<file path="src/rtl/sysctl_pkg.sv">
package sysctl_pkg;
  localparam int REG_W    = 8;
  localparam int PAGE_N   = 4;
  localparam int CDA_W    = $clog2(PAGE_N);
  localparam int TAP_BIT  = 7;
  localparam int CDA_LSB  = 4;
  localparam int UPA_BIT  = 3;
  localparam int DONE_BIT = 2;
  localparam int PWL_BIT  = 1;

  typedef struct packed {
    logic wrReg;
    logic setDone;
    logic clrDone;
    logic anyRst;
    logic porRst;
  } ctlStb_t;
endpackage

</file>
<file path="src/rtl/sysctl_ctrl.sv">
module sysctl_ctrl
  import sysctl_pkg::*;
(
  input  logic    clk,
  input  logic    porRst,
  input  logic    sysRst,
  input  logic    regSel,
  input  logic    wrEn,
  input  logic    wrDone,
  input  logic    dbgFlag,
  input  logic    doneAck,
  output ctlStb_t stb,
  output logic    sysRstReq,
  output logic    dbgFlagClr
);
  logic wrReg;
  logic fireReq;

  assign wrReg   = regSel & wrEn;
  assign fireReq = wrReg & wrDone & dbgFlag;

  always_comb begin
    stb.wrReg   = wrReg;
    stb.setDone = wrReg & wrDone;
    stb.clrDone = doneAck & ~(wrReg & wrDone);
    stb.anyRst  = porRst | sysRst;
    stb.porRst  = porRst;
  end

  always_ff @(posedge clk) begin
    if (porRst || sysRst) begin
      sysRstReq  <= 1'b0;
      dbgFlagClr <= 1'b0;
    end else begin
      sysRstReq  <= fireReq;
      dbgFlagClr <= fireReq;
    end
  end

  // done write with flag set yields a request next cycle
  a_r6_req_after_done: assert property (@(posedge clk) disable iff (porRst || sysRst)
    (regSel && wrEn && wrDone && dbgFlag) |=> sysRstReq);
  // request lasts one cycle only when no new write follows
  a_r6_single_pulse: assert property (@(posedge clk) disable iff (porRst || sysRst)
    (sysRstReq && !(regSel && wrEn && wrDone && dbgFlag)) |=> !sysRstReq);
  // strobe and request travel together
  a_r7_pair: assert property (@(posedge clk) disable iff (porRst || sysRst)
    sysRstReq == dbgFlagClr);
endmodule

</file>
<file path="src/rtl/sysctl_data.sv">
module sysctl_data
  import sysctl_pkg::*;
(
  input  logic              clk,
  input  ctlStb_t           stb,
  input  logic [REG_W-1:0]  wrData,
  input  logic              byteMode,
  output logic [REG_W-1:0]  rdData,
  output logic              testPortEn,
  output logic              pwdLock,
  output logic              upperMapEn,
  output logic [PAGE_N-1:0] pageEn
);
  logic             tapQ;
  logic [CDA_W-1:0] cdaQ;
  logic             upaQ;
  logic             doneQ;
  logic             pwlQ;
  logic             unusedRsvd;

  assign unusedRsvd = ^{wrData[6], wrData[0]};

  always_ff @(posedge clk) begin
    if (stb.anyRst) begin
      tapQ  <= 1'b1;
      cdaQ  <= '0;
      upaQ  <= 1'b0;
      doneQ <= 1'b0;
    end else begin
      if (stb.wrReg) begin
        tapQ <= wrData[TAP_BIT];
        cdaQ <= wrData[CDA_LSB +: CDA_W];
        upaQ <= wrData[UPA_BIT];
      end
      if (stb.setDone)
        doneQ <= 1'b1;
      else if (stb.clrDone)
        doneQ <= 1'b0;
      else if (stb.wrReg)
        doneQ <= wrData[DONE_BIT];
    end
  end

  always_ff @(posedge clk) begin
    if (stb.porRst)
      pwlQ <= 1'b1;
    else if (stb.wrReg && !stb.anyRst)
      pwlQ <= wrData[PWL_BIT];
  end

  always_comb begin
    rdData                     = '0;
    rdData[TAP_BIT]            = tapQ;
    rdData[CDA_LSB +: CDA_W]   = cdaQ;
    rdData[UPA_BIT]            = upaQ;
    rdData[DONE_BIT]           = doneQ;
    rdData[PWL_BIT]            = pwlQ;
  end

  assign testPortEn = tapQ;
  assign pwdLock    = pwlQ;
  assign upperMapEn = upaQ;

  for (genvar i = 0; i < PAGE_N; i++) begin : g_page
    localparam logic [CDA_W-1:0] IDX = CDA_W'(i);
    assign pageEn[i] = byteMode ? (cdaQ == IDX)
                                : (cdaQ[CDA_W-1:1] == IDX[CDA_W-1:1]);
  end

  // byte mode selects exactly one page
  a_r4_byte_onehot: assert property (@(posedge clk) disable iff (stb.anyRst)
    byteMode |-> $countones(pageEn) == 1);
  // word mode selects a page pair
  a_r5_word_pair: assert property (@(posedge clk) disable iff (stb.anyRst)
    !byteMode |-> $countones(pageEn) == 2);
  // lock only moves on power-on reset or a write
  a_r9_lock_hold: assert property (@(posedge clk) disable iff (stb.porRst)
    !stb.wrReg |=> $stable(pwdLock));
endmodule

</file>
<file path="src/rtl/sysctl_reg.sv">
module sysctl_reg
  import sysctl_pkg::*;
(
  input  logic              clk,
  input  logic              porRst,
  input  logic              sysRst,
  input  logic              regSel,
  input  logic              wrEn,
  input  logic [REG_W-1:0]  wrData,
  output logic [REG_W-1:0]  rdData,
  input  logic              byteMode,
  input  logic              dbgFlag,
  input  logic              doneAck,
  output logic              testPortEn,
  output logic              pwdLock,
  output logic              upperMapEn,
  output logic [PAGE_N-1:0] pageEn,
  output logic              sysRstReq,
  output logic              dbgFlagClr
);
  ctlStb_t stb;

  sysctl_ctrl ctrl_i (
    .clk        (clk),
    .porRst     (porRst),
    .sysRst     (sysRst),
    .regSel     (regSel),
    .wrEn       (wrEn),
    .wrDone     (wrData[DONE_BIT]),
    .dbgFlag    (dbgFlag),
    .doneAck    (doneAck),
    .stb        (stb),
    .sysRstReq  (sysRstReq),
    .dbgFlagClr (dbgFlagClr)
  );

  sysctl_data data_i (
    .clk        (clk),
    .stb        (stb),
    .wrData     (wrData),
    .byteMode   (byteMode),
    .rdData     (rdData),
    .testPortEn (testPortEn),
    .pwdLock    (pwdLock),
    .upperMapEn (upperMapEn),
    .pageEn     (pageEn)
  );

  // acknowledge without a competing set clears the finished bit
  a_r8_ack_clears: assert property (@(posedge clk) disable iff (porRst || sysRst)
    (doneAck && !(regSel && wrEn && wrData[DONE_BIT])) |=> !rdData[DONE_BIT]);
  // set wins over acknowledge
  a_r8_set_wins: assert property (@(posedge clk) disable iff (porRst || sysRst)
    (regSel && wrEn && wrData[DONE_BIT]) |=> rdData[DONE_BIT]);
  // reserved positions stay clear
  a_r2_reserved: assert property (@(posedge clk) disable iff (porRst || sysRst)
    (regSel && wrEn) |=> (rdData[6] == 1'b0 && rdData[0] == 1'b0));
endmodule

</file>
<file path="config.mk">
export PLATFORM = sky130hd
export DESIGN_NAME = sysctl_reg
export DESIGN_NICKNAME = d
export VERILOG_FILES = /design/src/rtl/sysctl_pkg.sv /design/src/rtl/sysctl_ctrl.sv /design/src/rtl/sysctl_data.sv /design/src/rtl/sysctl_reg.sv
export SDC_FILE = /design/constraint.sdc
export NUM_CORES = 1
export LEC_CHECK = 0
export BUFFER_PORTS_ARGS = -buffer_cell sky130_fd_sc_hd__buf_2
export CAP_MARGIN = 20
export CELL_PAD_IN_SITES_DETAIL_PLACEMENT = 1
export CELL_PAD_IN_SITES_GLOBAL_PLACEMENT = 1
export CORE_AREA = 8 8 47 49
export CTS_BUF_LIST = sky130_fd_sc_hd__clkbuf_2
export CTS_CLUSTER_DIAMETER = 200
export DETAILED_ROUTE_END_ITERATION = 8
export DIE_AREA = 0 0 55 57
export HOLD_SLACK_MARGIN = 0.05
export PLACE_DENSITY_LB_ADDON = 0.1
export SYNTH_ARGS = -nofsm -noshare
export SYNTH_HDL_FRONTEND = slang
export SYNTH_SLANG_ARGS = --single-unit
</file>
<file path="constraint.sdc">
create_clock -name clk -period 2.1 [get_ports clk]
set_input_delay 0.315 -clock clk [delete_from_list [all_inputs] [get_ports clk]]
set_output_delay 0.315 -clock clk [all_outputs]
set_load 0.01 [all_outputs]
</file>
==> results of run 1 <==
==> Yosys cell counts (all sizes together) <==
master,count,area share
conb,1,0.011
nor3,1,0.014
nand3b,2,0.043
buf,8,0.17
nor2,1,0.011
or2,1,0.018
a21oi,6,0.086
dfxtp,7,0.40
inv,1,0.011
a211o,1,0.025
o21a,1,0.022
nand2,11,0.13
a21boi,2,0.043
and2,1,0.022
==> worst max-delay path, stage by stage, from the launching register on <==
cell      delay [ns]
dfxtp_1         0.39
inv_1           0.07
a21boi_0        0.14
buf_2           0.15
==> metal layers <==
metal | part of all wire | track usage
met5 | 0 | 0
met4 | 0 | 0.0206
met2 | 0.47 | 0.100
met3 | 0.16 | 0.0364
met1 | 0.38 | 0.0704
==> cells in the final DEF (no fill, tap or decap) <==
cell	instances
buf_2	28
nand2_1	10
dfxtp_1	7
a21oi_1	6
clkbuf_2	4
a21boi_0	2
nand3b_1	2
conb_1	2
inv_1	1
nand2_2	1
nor2_1	1
o21a_1	1
a211o_1	1
and2_2	1
or2_1	1
nor3_1	1
==> stage by stage <==
| step | power [mW] | util | worst slack [ns] | hold slack, ns |
|---|---|---|---|---|
| floorplan | 0.168 | - | 1.02 | 0.409 |
| global placement | 0.187 | 0.289 | 1.00 | 0.465 |
| detailed placement | 0.187 | 0.289 | 1.01 | 0.467 |
| CTS | 0.292 | 0.302 | 0.776 | 0.258 |
| global route | 0.304 | 0.302 | 0.645 | 0.264 |
| finish | 0.283 | 0.302 | 0.809 | 0.274 |
==> logic make-up after synthesis <==
family	synth area share
simple gates	0.234
compound gates	0.176
buf+inv	0.176
other cells	0.0108
flops	0.403
==> sequential cells by signal (all words and copies together), names as in the netlist <==
signal and count:
data_i.testPortEn 1, data_i.pwdLock 1, data_i.upperMapEn 1, data_i.doneQ 1, data_i.cdaQ 2, ctrl_i.sysRstReq 1
==> power by group <==
group          leakage [nW]  switching (mW)  internal (mW)
clock network        0.0166          0.0505         0.0507
logic                 0.165          0.0229         0.0208
registers            0.0569         0.00242          0.136
==> worst max path at each step <==
stage	end	depth (start not counted)	slack, ns	startpoint
finish	pageEn[3]	3	0.81	data_i.cdaQ[0]
global route	pageEn[2]	2	0.65	data_i.cdaQ[1]
CTS	pageEn[3]	3	0.78	data_i.cdaQ[0]
detailed placement	data_i.pwdLock	4	1.01	regSel
global placement	data_i.pwdLock	4	1.00	regSel
floorplan	pageEn[3]	2	1.02	data_i.cdaQ[0]
==> cell type report <==
type,instances,share of cell area
Multi-Input combinational cell,29,0.316
Sequential cell,7,0.295
Timing Repair Buffer,28,0.295
Tap cell,17,0.0447
Clock buffer,4,0.0421
Inverter,1,0.00789
==> summary.md, run 1 <==
| Metric | Value |
|---|---|
| Hold_buf cts | 0 |
| Crit-path max FO | 5 |
| RSZ-0062 raised after global routing | no |
| Vias per std cell | ~4.3 |
| Ant diodes | 0 |
| P_leak | 0.238 nW |
| Pwr Density | ~600 mW/mm² |
| GRT overflow | 0 |
| CTS Root Cell | clkbuf_2 |
| F_max | ~770 MHz |
| Worst Hold Depth | 2 |
| H-Tree Depth | 1 |
| DIE HEIGHT | roughly 57 µm |
| # nets final | 86 |
| Period utilisation layout | 0.615 |
| CTS Sinks | 7 |
| FP Rows | 15 |
| Reg2reg path depth | 2 |
| Max-Cap Viols | 0 |
| Hpwl dp | ~840 µm |
| Tmin final | roughly 1.3 ns |
| All-Layer GR Usage | 0.0642 |
| DIE AREA | around 0.0031 mm² |
| Die W | approximately 55 µm |
| Final worst clock skew | 0 ns |
| Final setup TNS | 0 ns |
| Pre-antenna DRT Iters | 2 |
| Core Footprint | roughly 0.0016 mm² |
| Status | finished clean |
| Sequential-to-total area share from yosys stat | 0.403 |
| Fin. max-slew vios | 0 |
| Multi-input logic area | roughly 150 µm² |
| Total routed wirelength | 984 µm |
| Worst R2R Start | data_i.pwdLock |
| Hold Crit Class | primary input to flop |
| Worst-path clk slew | roughly 0.080 ns |
| Crit path required time | between 1.5 and 2 ns |
| CP arrival | between 0.9 and 1 ns |
| Final setup violation count | 0 |
| Crit. End Element | primary output |
| Number of top-level pins | 33 |
| Yosys reg bits | 7 |
| GP Congestion | 0.644 |
| Initial core utilization | 0.221 |
| Share of layout cells above drive strength 1 | 0.493 |
| Syn-to-layout area delta | 36.7% |
| Post-CTS Repair Setup Buffers | 0 |
| Fin area | about 480 µm² |
| Buffers on Ports | 28 |
| Reg-to-reg critical path endpoint | data_i.pwdLock |
| First DRT Iteration DRCs | 1 |
| WHS Endpoint | data_i.pwdLock |
| Finished Layout Cells | 86 |
| Post-route ant nets | 0 |
| PostCTS Resize Cnt | 0 |
| Clock Tree Buf Depth | 2 |
| Worst reg-to-reg setup slack | 1.33 ns |
| Drt drc | 0 |
| Placed cell areas | between 400 and 500 µm² |
| CTS tree | yes |
| Final Hold Vio Count | 0 |
| Pin count of the biggest net entering global routing | 9 |
| Vias in the first global route | 375 |
| Critical path launch point type | flop |
| Routed WL per cell | 11.4 µm |
| Library cells used by synthesis | 16 |
| Placed cell count | between 80 and 90 |
| Post-synthesis instance total | 44 |
| Antenna violations before repair | 0 |
| # fillers | roughly 220 |
| Min-delay src | porRst |
| Vias | between 300 and 400 |
| Global-route wire length before repair | about 1.5 mm |
| Yosys warns | 0 |
| Register area | between 100 and 150 µm² |
| Average cell area after synthesis | 7.91 µm² |
| WS Path Type | flop to primary output |
| Inserted Clock Buffers | 3 |
| Netlist Area Pre-Place | approximately 350 µm² |
| Worst-skew pair later-pin latency | around 0.22 ns |
| IR drop worst, VDD | slightly below 0.0002 V |
Power figures use the tool's default switching activity.
==> inputs of run 2 (changes only) <==
--- a/config.mk
+++ b/config.mk
@@ -5,15 +5,16 @@
 export SDC_FILE = /design/constraint.sdc
 export NUM_CORES = 1
 export LEC_CHECK = 0
+export ABC_AREA = 1
 export BUFFER_PORTS_ARGS = -buffer_cell sky130_fd_sc_hd__buf_2
 export CAP_MARGIN = 20
 export CELL_PAD_IN_SITES_DETAIL_PLACEMENT = 1
 export CELL_PAD_IN_SITES_GLOBAL_PLACEMENT = 1
-export CORE_AREA = 8 8 47 49
+export CORE_AREA = 8 8 50 52
 export CTS_BUF_LIST = sky130_fd_sc_hd__clkbuf_2
 export CTS_CLUSTER_DIAMETER = 200
 export DETAILED_ROUTE_END_ITERATION = 8
-export DIE_AREA = 0 0 55 57
+export DIE_AREA = 0 0 58 60
 export HOLD_SLACK_MARGIN = 0.05
 export PLACE_DENSITY_LB_ADDON = 0.1
 export SYNTH_ARGS = -nofsm -noshare
==> constraint.sdc (replaced) <==
create_clock -name clk -period 1.3 [get_ports clk]
set_input_delay 0.195 -clock clk [delete_from_list [all_inputs] [get_ports clk]]
set_output_delay 0.195 -clock clk [all_outputs]
set_load 0.01 [all_outputs]
==> run 2 against run 1 <==
Setup slack lost 0.67 ns. Power up 69%. Sequential share of layout area decreased by 1.7 points. Routed wire length increased by 6.5%. Non-clock buffer count unchanged. Area after synthesis up 6.5%. Cell count rose by 12%. Worst hold slack lost 0.12 ns. Clock power is 66% higher. Global-route usage rose by 0.54 points. Highest routed layer is now met4.
==> summary.md, run 2 <==
| Metric | Value |
|---|---|
| Status | finished clean |
| IR drop worst, VDD | 0.000268 V (+35%) |
| Vias in the first global route | 407 (+8.5%) |
| Sequential-to-total area share from yosys stat | 0.378 (-0.0245) |
| Pin count of the biggest net entering global routing | 10 (+1) |
| PostCTS Resize Cnt | 0 (unchanged) |
| Yosys reg bits | 7 (unchanged) |
| Worst stage delay on the critical path | 0.38 ns (about the same) |
| Final Hold Vio Count | 0 (unchanged) |
| Slowest stage cell, crit path | dfxtp_1 |
| H-Tree Depth | 1 (unchanged) |
| Post-synth top flop | dfxtp_1 |
| Commonest non-fill, non-tap cell in the layout | buf_2 |
| Min-delay src | wrData[7] |
| Worst path top cell family by delay | flip-flops |
| Worst R2R Start | data_i.pwdLock |
| Pwr Density | 950 mW/mm² (+59%) |
| Worst-skew pair later-pin latency | 0.23 ns (about the same) |
| Crit path required time | 1.11 ns (-0.67 ns) |
| CTS Root Cell | clkbuf_2 |
| Most frequent cells in the layout | 28 x buf_2, 12 x nand2_1, 7 x nor2_1, 7 x dfxtp_1 |
| Hpwl dp | 897 µm (+6.4%) |
| Antenna violations before repair | 0 (unchanged) |
| Vias | 387 (+5.4%) |
| DIE AREA | 0.00348 mm² (+11%) |
| Total power | 0.479 mW (+69%) |
| WS Path Type | flop to primary output |
| Max reg flops | 2 (unchanged) |
| CP startpoint | data_i.cdaQ[0] |
| Placed cell count | 92 (+12%) |
| Count leader, synth | nand2_1 |
| Routed WL per cell | 10.9 µm (-4.6%) |
| P_leak | 0.290 nW (+22%) |
| Ant diodes | 0 (unchanged) |
| Die W | 58 µm (+5.5%) |
| Initial core utilization | 0.206 (-0.0151) |
| Number of buffers and inverters on the critical path | 2 (unchanged) |
| Post-route ant nets | 0 (unchanged) |
| Critical path endpoint | pageEn[1] |
| Number of top-level pins | 33 (unchanged) |
| Share of the synthesized area in the top cell type | 0.378 (-0.0245) |
| Area contributors post-synth | dfxtp_1 38%, buf_4 14%, nand2_1 12% |
| Core Footprint | 0.00180 mm² (+14%) |
| Crit. End Element | primary output |
| Post-CTS Repair Setup Buffers | 0 (unchanged) |
| Utilization after layout | 0.280 (-0.0217) |
| Global-route wire length before repair | 1.75 mm (+16%) |
| CTS tree | yes |
| CP arrival | 0.96 ns (-0.02 ns) |
| Fin. max-slew vios | 0 (unchanged) |
| Yosys warns | 0 (unchanged) |
| Inserted Clock Buffers | 3 (unchanged) |
| Vias per std cell | 4.03 (-5.5%) |
| Reg-to-reg critical path endpoint | data_i.pwdLock |
| DIE HEIGHT | 60 µm (+5.3%) |
| Final setup TNS | 0 ns (unchanged) |
| F_max | about 860 MHz |
| Finished Layout Cells | 96 (+12%) |
| Number of flops mapped to enable cells by yosys | 0 (unchanged) |
| RSZ-0062 raised after global routing | no |
| Tmin final | between 1 and 1.5 ns |
| Area leader, netlist | dfxtp_1 |
| Total routed wirelength | 1.05 mm (+6.5%) |
| # nets final | 95 (+10%) |
| First DRT Iteration DRCs | 1 (unchanged) |
| Worst reg-to-reg setup slack | 0.56 ns (-0.77 ns) |
| Period utilisation layout | 0.892 |
| Most instantiated cells after synthesis | 12 x nand2_1, 7 x buf_4, 7 x dfxtp_1, 7 x nor2_1 |
| FP Rows | 16 (+1) |
| Share of layout cells above drive strength 1 | 0.474 (-0.0184) |
| Netlist Area Pre-Place | 370 µm² (+6.5%) |
| Average cell area after synthesis | 7.12 µm² (-9.9%) |
| Hold Crit Class | primary input to flop |
| Worst-path clk slew | 0.08 ns (about the same) |
| Biggest register | data_i.cdaQ |
| Drt drc | 0 (unchanged) |
| Pre-antenna DRT Iters | 4 (+2) |
| Clock Tree Buf Depth | 2 (unchanged) |
| Hold slack | 0.151 ns (-0.123 ns) |
| CTS Sinks | 7 (unchanged) |
| Crit path cell chain | inv_1 > a21oi_1 > buf_2 |
| Critical path launch point type | flop |
| Final setup violation count | 0 (unchanged) |
| Final worst clock skew | 0 ns (unchanged) |
| WP depth | 3 (unchanged) |
| Library cells used by synthesis | 14 (-2) |
| Crit-path max FO | 4 (-1) |
| GRT overflow | 0 (unchanged) |
| Reg2reg path depth | 3 (+1) |
| Async SR Flop Fraction | 0 (unchanged) |
| All-Layer GR Usage | 0.0695 (+0.00535) |
| Syn-to-layout area delta | 36.1% |
| Max-Cap Viols | 0 (unchanged) |
| GP Congestion | 0.627 (-2.7%) |
| Buffers on Ports | 28 (unchanged) |
| Hold_buf cts | 0 (unchanged) |
| Post-synthesis instance total | 52 (+18%) |
## run 2: tightest hold or removal path: cells and delay by family
family | cells | cell delay (ns)
AND/OR/NAND/NOR | 2 | 0.09
buffers and inverters | 1 | 0.07
## run 2: power breakdown
| group | internal [mW] | leakage (nW) | total [mW] | switching (mW) |
|---|---|---|---|---|
| Sequential | 0.221 | 0.0570 | 0.226 | 0.00479 |
| Combinational | 0.0364 | 0.217 | 0.0845 | 0.0481 |
| Clock | 0.0818 | 0.0166 | 0.168 | 0.0866 |
| Total | 0.339 | 0.290 | 0.479 | 0.139 |
## run 2: final cells by class
class	instances	area (µm²)
timing repair buffer	28	140
inverter	5	21.3
multi-input combinational	34	160
tap	18	22.5
fill	247	1300
clock buffer	4	20.0
sequential	7	140
## run 2: logic make-up after synthesis
kind of cell | share of synthesized area
compound gates | 0.0541
other cells | 0.0101
flops | 0.378
simple gates | 0.358
buf+inv | 0.199
## run 2: how the worst min path moves through the flow
stage | to | slack (ns) | depth (start not counted)
after floorplan | data_i.testPortEn | 0.31 | 2
after global placement | data_i.testPortEn | 0.40 | 3
after detailed placement | data_i.testPortEn | 0.41 | 3
after CTS | data_i.testPortEn | 0.14 | 3
after global routing | data_i.testPortEn | 0.12 | 3
final | data_i.testPortEn | 0.15 | 3
## run 2: per-layer routing
layer | global-route usage | vias to the layer above | share of wire
met4 | 0.0734 | 0 | 0.025
met3 | 0.0323 | 4 | 0.080
met1 | 0.0657 | 163 | 0.42
met2 | 0.107 | 20 | 0.47
met5 | 0 | - | 0
li1 | - | 200 | -
## run 2: stage by stage
step / setup WS, ns / area [µm²]
final: 0.140 / 504
after global routing: 0.0242 / 504
after CTS: 0.120 / 504
after detailed placement: 0.404 / 484
after global placement: 0.416 / 484
after floorplan: 0.419 / 374
==> inputs of run 3 (changes only) <==
--- a/config.mk
+++ b/config.mk
@@ -10,11 +10,11 @@
 export CAP_MARGIN = 20
 export CELL_PAD_IN_SITES_DETAIL_PLACEMENT = 1
 export CELL_PAD_IN_SITES_GLOBAL_PLACEMENT = 1
-export CORE_AREA = 8 8 50 52
-export CTS_BUF_LIST = sky130_fd_sc_hd__clkbuf_2
+export CORE_AREA = 8 8 51 53
 export CTS_CLUSTER_DIAMETER = 200
+export CTS_CLUSTER_SIZE = 24
 export DETAILED_ROUTE_END_ITERATION = 8
-export DIE_AREA = 0 0 58 60
+export DIE_AREA = 0 0 59 61
 export HOLD_SLACK_MARGIN = 0.05
 export PLACE_DENSITY_LB_ADDON = 0.1
 export SYNTH_ARGS = -nofsm -noshare
==> run 3 against run 2 <==
Via count shrank 0.52%. Setup slack got worse by 0.0090 ns. Largest power group unchanged. Worst hold slack worse by 0.010 ns. Highest routed layer unchanged. Largest cell class unchanged. Power is 8.5% higher.
==> summary.md, run 3 (synthesis gave the netlist of run 2 again) <==
| Metric | Value |
|---|---|
| Max-Cap Viols | 0 (unchanged) |
| Fin area | 522 µm² (+3.5%) |
| Buffers on Ports | 28 (unchanged) |
| Most frequent cells in the layout | 28 x buf_2, 12 x nand2_1, 7 x nor2_1, 7 x dfxtp_1 |
| H-Tree Depth | 1 (unchanged) |
| Share of layout cells above drive strength 1 | 0.462 (-0.0128) |
| Crit. End Element | primary output |
| Final worst clock skew | 0 ns (unchanged) |
| Core Footprint | 0.00184 mm² (+2.2%) |
| DIE AREA | 0.00360 mm² (+3.4%) |
| Crit path cell chain | inv_1 > a21oi_1 > buf_2 |
| Final Hold Vio Count | 0 (unchanged) |
| Placed cell count | 101 (+9.8%) |
| Finished Layout Cells | 105 (+9.4%) |
| Max reg flops | 2 (unchanged) |
| Post-CTS Repair Setup Buffers | 0 (unchanged) |
| WS Path Type | flop to primary output |
| Worst-skew pair later-pin latency | 0.25 ns (+0.02 ns) |
| Period utilisation layout | 0.899 (+0.00689) |
| Drt drc | 0 (unchanged) |
| IR drop worst, VDD | 0.000402 V (+50%) |
| GP Congestion | 0.682 (+8.7%) |
| Final setup violation count | 0 (unchanged) |
| Worst path top cell family by delay | flip-flops |
| CTS Root Cell | clkbuf_4 |
| Status | finished clean |
| # fillers | 260 (+5.3%) |
| Slowest stage cell, crit path | dfxtp_1 |
| RSZ-0062 raised after global routing | no |
| Pre-antenna DRT Iters | 2 (-2) |
| Fin. max-slew vios | 0 (unchanged) |
| # nets final | 95 (unchanged) |
| Syn-to-layout area delta | 40.9% |
| CTS tree | yes |
| First DRT Iteration DRCs | 2 (+1) |
| Number of top-level pins | 33 (unchanged) |
| Inserted Clock Buffers | 3 (unchanged) |
| F_max | 856 MHz (-0.77%) |
| Clock Tree Buf Depth | 2 (unchanged) |
| Vias | 385 (-0.52%) |
| FP Rows | 16 (unchanged) |
| Total routed wirelength | 1.08 mm (+3.1%) |
| Hold slack | 0.141 ns (-0.00999 ns) |
| Total power | 0.520 mW (+8.5%) |
| Crit-path max FO | 4 (unchanged) |
| CTS Sinks | 7 (unchanged) |
| Final setup TNS | 0 ns (unchanged) |
| Placed cell areas | 495 µm² (+2.3%) |
| Initial core utilization | 0.201 (-0.00447) |
| Worst-path clk slew | 0.06 ns (-0.02 ns) |
| CP arrival | 0.97 ns (about the same) |
| Dpl ws | 0.401 ns (-0.00327 ns) |
| PostCTS Resize Cnt | 0 (unchanged) |
| Vias in the first global route | 411 (+0.98%) |
| Routed WL per cell | 10.3 µm (-5.7%) |
| Ant diodes | 0 (unchanged) |
| Hold_buf cts | 0 (unchanged) |
| Global-route wire length before repair | 1.73 mm (-0.80%) |
| Vias per std cell | 3.67 (-9.0%) |
| Tmin final | 1.17 ns (+0.00896 ns) |
| P_leak | 0.289 nW (-0.56%) |
| Post-route ant nets | 0 (unchanged) |
| Worst stage delay on the critical path | 0.37 ns (about the same) |
| Die W | 59 µm (+1.7%) |
| Crit path required time | 1.11 ns (about the same) |
| Pin count of the biggest net entering global routing | 10 (unchanged) |
| Worst reg-to-reg setup slack | 0.56 ns (about the same) |
| Pwr Density | 997 mW/mm² (+4.9%) |
| Utilization after layout | 0.283 (+0.00343) |
| Biggest register | data_i.cdaQ |
| Hpwl dp | 885 µm (-1.3%) |
| DIE HEIGHT | 61 µm (+1.7%) |
| All-Layer GR Usage | 0.0649 (-0.00462) |
| GRT overflow | 0 (unchanged) |
| Antenna violations before repair | 0 (unchanged) |
| Commonest non-fill, non-tap cell in the layout | buf_2 |
| Hold Crit Class | primary input to flop |
| Post-route worst setup slack | 0.131 ns (-0.00896 ns) |
| Number of buffers and inverters on the critical path | 2 (unchanged) |
| Critical path launch point type | flop |
run 3: cell counts in the layout (fill, tap and decap cells not counted):
Identical to the previous run, type by type.
run 3: layout make-up:
cell class                 instances  area, µm²  area share
clock buffer                       4       26.3      0.0504
inverter                           5       21.3      0.0408
multi-input combinational         34        160       0.307
sequential                         7        140       0.269
tap                               27       33.8      0.0647
timing repair buffer              28        140       0.269
run 3: metal layers:
layer / GRT usage / share of wire / up-vias
met5: 0 / 0 / -
met4: 0.0614 / 0.011 / 0
met3: 0.0297 / 0.085 / 2
met2: 0.0950 / 0.43 / 17
met1: 0.0679 / 0.47 / 165
li1: - / - / 201
run 3: path summary, 6_finish.rpt:
check / from / depth (start not counted) / end
max reg2reg: data_i.pwdLock / 3 / data_i.pwdLock
max: data_i.cdaQ[0] / 3 / pageEn[3]
min reg2reg: data_i.testPortEn / 2 / data_i.testPortEn
min: wrData[7] / 3 / data_i.testPortEn
run 3: power by group:
part	internal (mW)	leakage, nW	switching [mW]
clock	0.118	0.0150	0.0912
combinational	0.0365	0.217	0.0484
sequential	0.222	0.0570	0.00455
total	0.376	0.289	0.144
run 3: worst reg2reg max path: cells and delay by family, from the launching register on:
| kind | cells | cell delay, ns |
|---|---|---|
| AND/OR/NAND/NOR | 3 | 0.33 |
| flip-flops | 1 | 0.31 |
